===== src/rtl/sflag_pkg.sv =====
package sflag_pkg;
  localparam int unsigned NFLAG  = 9;
  localparam int unsigned WORD_W = 16;

  localparam int unsigned B_TXE  = 8;
  localparam int unsigned B_TXC  = 7;
  localparam int unsigned B_RXF  = 6;
  localparam int unsigned B_BUSY = 5;
  localparam int unsigned B_IDL  = 4;
  localparam int unsigned B_OVR  = 3;
  localparam int unsigned B_NSE  = 2;
  localparam int unsigned B_FRM  = 1;
  localparam int unsigned B_PAR  = 0;

  localparam logic [NFLAG-1:0] RST_FLAGS = 9'b1_1000_0000;
  localparam logic [NFLAG-1:0] RX_CLR    = 9'b0_0101_1111;
  localparam logic [NFLAG-1:0] ALL_CLR   = 9'b1_1101_1111;

  typedef enum logic [1:0] {
    SZ_BYTE = 2'd0,
    SZ_WORD = 2'd1,
    SZ_LONG = 2'd2,
    SZ_RSVD = 2'd3
  } acc_size_e;
endpackage


===== src/rtl/sflag_rst_sync.sv =====
module sflag_rst_sync #(
  parameter int unsigned STAGES = 2
) (
  input  logic clk,
  input  logic rst_n,
  output logic rst_sync_n
);
  logic [STAGES-1:0] chain_q;
  logic [STAGES-1:0] chain_d;

  always_comb begin
    chain_d = {chain_q[STAGES-2:0], 1'b1};
  end

  always_ff @(posedge clk or negedge rst_n) begin
    if (!rst_n) chain_q <= '0;
    else        chain_q <= chain_d;
  end

  assign rst_sync_n = chain_q[STAGES-1];
endmodule


===== src/rtl/sflag_decode.sv =====
module sflag_decode
  import sflag_pkg::*;
#(
  parameter int unsigned ADDR_W   = 3,
  parameter int unsigned STAT_OFS = 0,
  parameter int unsigned DATA_OFS = 2
) (
  input  logic              acc_valid,
  input  logic              acc_write,
  input  logic [ADDR_W-1:0] acc_addr,
  input  logic [1:0]        acc_size,
  output logic              stat_rd,
  output logic              long_rd,
  output logic              data_acc
);
  localparam logic [ADDR_W-2:0] STAT_W = (ADDR_W-1)'(STAT_OFS >> 1);
  localparam logic [ADDR_W-2:0] DATA_W = (ADDR_W-1)'(DATA_OFS >> 1);
  localparam logic [ADDR_W-1:0] STAT_A = ADDR_W'(STAT_OFS);

  acc_size_e size_e;
  logic      hit_stat;
  logic      hit_data;
  logic      is_long_at_stat;

  always_comb begin
    size_e          = acc_size_e'(acc_size);
    hit_stat        = acc_valid && (acc_addr[ADDR_W-1:1] == STAT_W);
    is_long_at_stat = acc_valid && (size_e == SZ_LONG) && (acc_addr == STAT_A);
    hit_data        = acc_valid && ((acc_addr[ADDR_W-1:1] == DATA_W) || is_long_at_stat);
    stat_rd         = hit_stat && !acc_write;
    long_rd         = is_long_at_stat && !acc_write;
    data_acc        = hit_data && !long_rd;
  end
endmodule


===== src/rtl/sflag_cell.sv =====
module sflag_cell #(
  parameter logic RST_VAL = 1'b0
) (
  input  logic clk,
  input  logic rst_n,
  input  logic set_i,
  input  logic clr_i,
  output logic q_o
);
  logic q_d;
  logic q_en;

  always_comb begin
    q_en = set_i || clr_i;
    q_d  = set_i ? 1'b1 : 1'b0;
  end

  always_ff @(posedge clk or negedge rst_n) begin
    if (!rst_n)    q_o <= RST_VAL;
    else if (q_en) q_o <= q_d;
  end
endmodule


===== src/rtl/sflag_top.sv =====
module sflag_top
  import sflag_pkg::*;
#(
  parameter int unsigned ADDR_W   = 3,
  parameter int unsigned STAT_OFS = 0,
  parameter int unsigned DATA_OFS = 2,
  parameter int unsigned SYNC_STG = 2
) (
  input  logic               clk,
  input  logic               rst_n,
  input  logic               acc_valid,
  input  logic               acc_write,
  input  logic [ADDR_W-1:0]  acc_addr,
  input  logic [1:0]         acc_size,
  input  logic               ev_tx_empty,
  input  logic               ev_tx_done,
  input  logic               ev_rx_full,
  input  logic               ev_rx_idle,
  input  logic               ev_noise,
  input  logic               ev_frame,
  input  logic               ev_parity,
  input  logic               rx_busy,
  output logic [WORD_W-1:0]  status_word
);
  localparam int unsigned PAD_W = WORD_W - NFLAG;

  logic             rst_sync_n;
  logic             stat_rd;
  logic             long_rd;
  logic             data_acc;
  logic [NFLAG-1:0] flags;
  logic [NFLAG-1:0] set_vec;
  logic [NFLAG-1:0] clr_vec;
  logic [NFLAG-1:0] arm_q;
  logic [NFLAG-1:0] arm_d;
  logic             arm_en;

  sflag_rst_sync #(.STAGES(SYNC_STG)) u_rst (
    .clk        (clk),
    .rst_n      (rst_n),
    .rst_sync_n (rst_sync_n)
  );

  sflag_decode #(
    .ADDR_W   (ADDR_W),
    .STAT_OFS (STAT_OFS),
    .DATA_OFS (DATA_OFS)
  ) u_dec (
    .acc_valid (acc_valid),
    .acc_write (acc_write),
    .acc_addr  (acc_addr),
    .acc_size  (acc_size),
    .stat_rd   (stat_rd),
    .long_rd   (long_rd),
    .data_acc  (data_acc)
  );

  // Event pulses into per-bit set requests; overrun needs a full register.
  always_comb begin
    set_vec         = '0;
    set_vec[B_TXE]  = ev_tx_empty;
    set_vec[B_TXC]  = ev_tx_done;
    set_vec[B_RXF]  = ev_rx_full;
    set_vec[B_IDL]  = ev_rx_idle;
    set_vec[B_OVR]  = ev_rx_full && flags[B_RXF];
    set_vec[B_NSE]  = ev_noise;
    set_vec[B_FRM]  = ev_frame;
    set_vec[B_PAR]  = ev_parity;
  end

  // A long read arms and clears receive flags in one step.
  always_comb begin
    if (long_rd)       clr_vec = flags & RX_CLR;
    else if (data_acc) clr_vec = arm_q & ALL_CLR;
    else               clr_vec = '0;
  end

  // Arming mask next state.
  always_comb begin
    arm_en = long_rd || stat_rd || data_acc;
    if (long_rd)      arm_d = '0;
    else if (stat_rd) arm_d = flags;
    else              arm_d = '0;
  end

  always_ff @(posedge clk or negedge rst_sync_n) begin
    if (!rst_sync_n)  arm_q <= '0;
    else if (arm_en)  arm_q <= arm_d;
  end

  for (genvar i = 0; i < NFLAG; i++) begin : g_flag
    if (i == B_BUSY) begin : g_live
      assign flags[i] = rx_busy;
    end else begin : g_cell
      sflag_cell #(.RST_VAL(RST_FLAGS[i])) u_cell (
        .clk   (clk),
        .rst_n (rst_sync_n),
        .set_i (set_vec[i]),
        .clr_i (clr_vec[i]),
        .q_o   (flags[i])
      );
    end
  end

  assign status_word = {{PAD_W{1'b0}}, flags};
endmodule


===== config.mk =====
export PLATFORM = sky130hd
export DESIGN_NAME = sflag_top
export DESIGN_NICKNAME = d
export VERILOG_FILES = /design/src/rtl/sflag_pkg.sv /design/src/rtl/sflag_rst_sync.sv /design/src/rtl/sflag_decode.sv /design/src/rtl/sflag_cell.sv /design/src/rtl/sflag_top.sv
export SDC_FILE = /design/constraint.sdc
export NUM_CORES = 1
export LEC_CHECK = 0
export BUFFER_PORTS_ARGS = -buffer_cell sky130_fd_sc_hd__buf_2
export CAP_MARGIN = 25
export CORE_MARGIN = 4
export CORE_UTILIZATION = 47
export DETAILED_ROUTE_END_ITERATION = 10
export PLACE_DENSITY = 0.77
export SYNTH_ARGS = -nofsm -noshare
export SYNTH_HDL_FRONTEND = slang
export SYNTH_SLANG_ARGS = --single-unit

===== constraint.sdc =====
create_clock -name clk -period 0.9 [get_ports clk]
set_input_delay 0.135 -clock clk [delete_from_list [all_inputs] [get_ports clk]]
set_output_delay 0.135 -clock clk [all_outputs]
set_load 0.1 [all_outputs]

==> reports/metrics.cfg, run 1 <==
[final_layout]
num_antenna_cells = 0
final_nets = 123
drive_gt1_frac = 0.562
fill_cells = 144
final_area_um2 = 1260
fin_util = 0.717
syn_to_final_growth_pct = 42.4

[yosys]
synth-compound-area-share = 0.235
ys.flop_type = dfrtp_1
synth_common_cells = buf_4 (16), dfrtp_1 (16), a22o_1 (8), o211ai_1 (8), a31o_2 (5)
muxShareOfSynthArea = 0
yosysSeqAreaShare = 0.510
avgSynthCellArea_um2 = 12.7
synth_warnings = 0
synth_top_area_frac = 0.451
synth_area_um2 = 888
yosys.area_share.adder = 0
synth_top_family_by_area = compound AO/OA/AOI/OAI gates
yosys.area_share.xor_xnor = 0
yosys.area_share.simple = 0.100
synthArstFlopShare = 1.00
synthTopCellsByArea = dfrtp_1 (45%), buf_4 (14%), a22o_1 (7.9%), o211ai_1 (6.8%), dfstp_2 (5.9%)
synth_top_area_cell = dfrtp_1
ys_ff_latch = 18
synth.distinct_cells = 18
synth_edf_count = 0
syn_inst = 70

[cts]
cts_root_buf = clkbuf_4
cts_buffers = 3
path_clk_slew_ns = 0.10
cts_sinks = 18
cts_tree = yes
cts.htree.levels = 1
clock_latency_ns = 0.29
cts_buffer_depth = 2

[power_and_ir_drop]
p_leak_nw = 0.574
powerDensity_nw_per_um2 = 1520
power_frac_seq = 0.482
intPower_mw = 1.31
power_frac_comb = 0.265
switching_share = 0.318
power_switching_mw = 0.612
finalPower_mw = 1.92
irDropWorstVdd_mv = 0.893
power_frac_clock = 0.254

[floorplanning]
num_io_pins = 33
core_area_um2 = 1760
design.die.area_um2 = 2650
start_util = 0.504
die_w_um = 51.5
die_h_um = 51.5
row_count = 15

[route]
drt_pass1_iterations = 4
drt_iter0_markers = 7
final_antenna_net_count = 0
vias = 643
wire_per_inst_um = 13.0
drc_errors = 0
wl_um = 1690
vias_per_cell = 4.95

[sta]
fin_worst_skew_ns = 0.00518
hold_viol_final = 0
fin_tns_setup_ns = -1.36
period_share = 1.30
finalSetupViolCount = 8
max_freq_ghz = 0.853
maxSlewViolCount = 0
post-route-min-period_ns = 1.17
rsz0062_at_grt = true
setup_slack_ns = -0.273

[grt]
met2_usage = 0.244
grt_pass1_wl_um = 2870
first_global_vias = 653
top_usage_layer = met2
grt_max_degree = 11
overflow = 0
track_usage = 0.148
gr-usage-met1 = 0.185
grt_use_met3 = 0.0292
antenna_found_initial = 0

[setup_path]
critPathBufInv = 1
arrival_ns = 1.04
crit_chain = buf_12
cpLargestDelayFamily = flip-flops
critical_path.max_fanout = 2
required_ns = 0.76
worstSetupStartpointType = register
path_class = reg2out
critical_path.slowest_cell = dfstp_2
end_kind = output pin
cpPeakStageDelay_ns = 0.57

[outcome]
violations = negative setup slack
outcome = finished with violations

[min_path]
hold_class = in2reg

[placed_design]
hpwlAfterDp_um = 1300
postPlaceCellArea_um2 = 1120
portBuffers = 23
place_ws_ns = -0.316
gp_congestion = 0.716

[job]
drv_cap = 0

## final timing paths
| path | from | endpoint | cells after the start | slack (ns) |
|---|---|---|---|---|
| max reg2reg | g_flag[6].g_cell.u_cell.q_o$_DFFE_PN0P_ | arm_q[6]$_DFFE_PN0P_ | 2 | 0 |
| max in group asynchronous | u_rst.chain_q[1]$_DFF_PN0_ | arm_q[2]$_DFFE_PN0P_ | 1 | 0.34 |
| max | g_flag[7].g_cell.u_cell.q_o$_DFFE_PN1P_ | status_word[7] | 1 | -0.27 |
| min in group asynchronous | u_rst.chain_q[1]$_DFF_PN0_ | arm_q[8]$_DFFE_PN0P_ | 0 | 0.13 |
| min | ev_tx_empty | g_flag[8].g_cell.u_cell.q_o$_DFFE_PN1P_ | 2 | 0.01 |
| min reg2reg | u_rst.chain_q[1]$_DFF_PN0_ | arm_q[8]$_DFFE_PN0P_ | 0 | 0.13 |
## stage by stage
stage / cells / hold WS (ns)
floorplan: 76 / -0.161
global placement: 116 / -0.0796
detailed placement: 116 / -0.0788
CTS: 129 / 0.0140
global route: 130 / 0.0174
finish: 130 / 0.0150
## registers in the layout (all words and copies together) (netlist names)
name,flops
arm_q,8
u_rst.chain_q,2
g_flag.g_cell.u_cell.q_o,8
## layout by cell type, fill, tap and decap left out, drive strengths merged
cell / n
a32o: 1
o211ai: 8
clkbuf: 4
dfstp: 2
nand3: 1
dfrtp: 16
nor4b: 1
nor2b: 1
nor3b: 1
o21ai: 1
a22o: 8
conb: 8
and4bb: 1
a31o: 5
dlygate4sd3: 1
a21o: 2
nand2b: 1
buf: 42
nor2: 1
## power by group through the flow
stage          Sequential, mW  Combinational [mW]  Clock [mW]
2_1_floorplan           0.928               0.396           0
5_1_grt                 0.937               0.536       0.549
3_3_place_gp            0.942               0.465           0
6_report                0.925               0.509       0.487
3_5_place_dp            0.945               0.471           0
4_1_cts                 0.925               0.499       0.504
## metal layers
metal  wire, um  vias to the layer above
met1        732                      305
met2        816                       22
met3        110                        5
li1           -                      311
met4         33                        0
met5          0                        -
## layout make-up
class	count	area, um2	share of cell area
well taps	25	31.3	0.0247
repair buffers	43	417	0.329
flip-flops and latches	18	453	0.358
multi-input cells	40	328	0.259
clock buffers	4	36.3	0.0287
## logic make-up (layout without fill, tap and decap cells)
logic type,count (synthesis),in the layout
AOI/OAI and AO/OA,25,25
buffers and inverters,18,47
DFF,18,18
other,2,8
and+or+nand+nor,7,7
## repair_timing
action	CTS	global route
pin swaps	0	3
resized for setup	0	8
endpoints found under the hold margin	2	0
setup buffers	8	1
gates cloned	0	0
setup endpoints to repair	8	21
hold buffers	1	0
(Power assumes the default switching activity.)
==> run 2, diff against run 1 <==
==> constraint.sdc (replaced) <==
create_clock -name clk -period 1.2 [get_ports clk]
set_input_delay 0.18 -clock clk [delete_from_list [all_inputs] [get_ports clk]]
set_output_delay 0.18 -clock clk [all_outputs]
set_load 0.1 [all_outputs]
==> reports/metrics.cfg, run 2 (synthesized netlist as in run 1, its figures left out) <==
[outcome]
outcome = finished with violations
violations = negative setup slack

[floorplanning]
start_util = 0.504
num_io_pins = 33
die_w_um = 51.5
die_h_um = 51.5
row_count = 15
design.die.area_um2 = 2650
core_area_um2 = 1760

[sta]
period_share = 1.02
post-route-min-period_ns = 1.23
finalSetupViolCount = 2
maxSlewViolCount = 0
rsz0062_at_grt = true
setup_slack_ns = -0.0288
max_freq_ghz = 0.814
fin_worst_skew_ns = 0.000626
hold_viol_final = 0

[setup_path]
critical_path.max_fanout = 2
cpPeakStageDelay_ns = 0.57
cpLargestDelayFamily = flip-flops
required_ns = 1.02
rrSetupSlack_ns = 0.31
arrival_ns = 1.05
critical_path.slowest_cell = dfstp_2
end_kind = output pin
path_class = reg2out
critPathBufInv = 1
worstSetupStartpointType = register
crit_chain = buf_12

[cts]
cts.htree.levels = 1
cts_buffer_depth = 2
cts_buffers = 3
cts_sinks = 18
path_clk_slew_ns = 0.10
cts_tree = yes
clock_latency_ns = 0.30
cts_root_buf = clkbuf_4
post_cts_resized = 0

[grt]
first_global_vias = 670
antenna_found_initial = 0
grt_pass1_wl_um = 3080
grt_max_degree = 11
overflow = 0
track_usage = 0.166

[route]
final_antenna_net_count = 0
drc_errors = 0
vias_per_cell = 5.08
wl_um = 1860
wire_per_inst_um = 15.5
vias = 610
drt_pass1_iterations = 2
drt_iter0_markers = 4

[final_layout]
final_nets = 113
syn_to_final_growth_pct = 29.6
multiInputGateArea_um2 = 328
final_common_cell = dfrtp_1
final-seq-area_um2 = 453
top_regs = arm_q (8), g_flag.g_cell.u_cell.q_o (8), u_rst.chain_q (2)
fin_util = 0.652
final_cell_mix = dfrtp_1 (16), buf_2 (15), buf_4 (9)
drive_gt1_frac = 0.505
num_antenna_cells = 0
fill_cells = 143

[power_and_ir_drop]
powerDensity_nw_per_um2 = 1200
p_leak_nw = 0.509
irDropWorstVdd_mv = 0.709

[placed_design]
gp_congestion = 0.761
portBuffers = 23
hpwlAfterDp_um = 1440
place_ws_ns = -0.109

[min_path]
hold_class = in2reg

[job]
drv_cap = 0

[run 2: cell count changes in the layout (fill, tap and decap cells not counted)]
cell,change
buf_6,-7
buf_2,+1
buf_4,-4
clkbuf_1,+1
clkbuf_8,-1
[run 2: per-layer routing]
layer,track usage,up-vias,share of wire
li1,-,290,-
met5,0,-,0
met1,0.181,294,0.40
met4,0.0786,0,0.025
met3,0.0729,5,0.081
met2,0.273,21,0.50
[run 2: stage by stage]
| step | instances | setup TNS [ns] | area [um2] | hold WS [ns] | power [mW] |
|---|---|---|---|---|---|
| after floorplan | 76 | 0 | 911 | -0.116 | 0.992 |
| after global placement | 113 | -0.305 | 1100 | -0.0349 | 1.05 |
| after detailed placement | 113 | -1.09 | 1100 | -0.0325 | 1.06 |
| after CTS | 120 | -0.0761 | 1150 | 0.0459 | 1.39 |
| after global routing | 120 | -0.142 | 1150 | 0.0441 | 1.44 |
| final | 120 | -0.0474 | 1150 | 0.0562 | 1.38 |
[run 2: power breakdown]
| group | internal [mW] | switching, mW |
|---|---|---|
| logic | 0.118 | 0.237 |
| registers | 0.656 | 0.0418 |
| clock network | 0.130 | 0.192 |
[run 2: cell type report]
type | instances | area share
clock buffer | 4 | 0.0228
sequential | 18 | 0.393
multi-input combinational | 40 | 0.285
tap | 25 | 0.0272
timing repair buffer | 33 | 0.272
[run 2: timing repair]
action | CTS | global route
hold endpoints to repair | 2 | 0
endpoints found under the setup margin | 2 | 2
hold buffers | 1 | 0
setup buffers | 2 | 0
[run 2: path summary, 6_finish.rpt]
check | from | cells past startpoint | to
hold reg to reg | u_rst.chain_q[1]$_DFF_PN0_ | 0 | arm_q[7]$_DFFE_PN0P_
hold / removal | ev_tx_done | 2 | g_flag[7].g_cell.u_cell.q_o$_DFFE_PN1P_
min in group asynchronous | u_rst.chain_q[1]$_DFF_PN0_ | 0 | arm_q[7]$_DFFE_PN0P_
max in group asynchronous | u_rst.chain_q[1]$_DFF_PN0_ | 1 | arm_q[2]$_DFFE_PN0P_
setup reg to reg | g_flag[7].g_cell.u_cell.q_o$_DFFE_PN1P_ | 2 | arm_q[7]$_DFFE_PN0P_
setup / recovery | g_flag[8].g_cell.u_cell.q_o$_DFFE_PN1P_ | 1 | status_word[8]
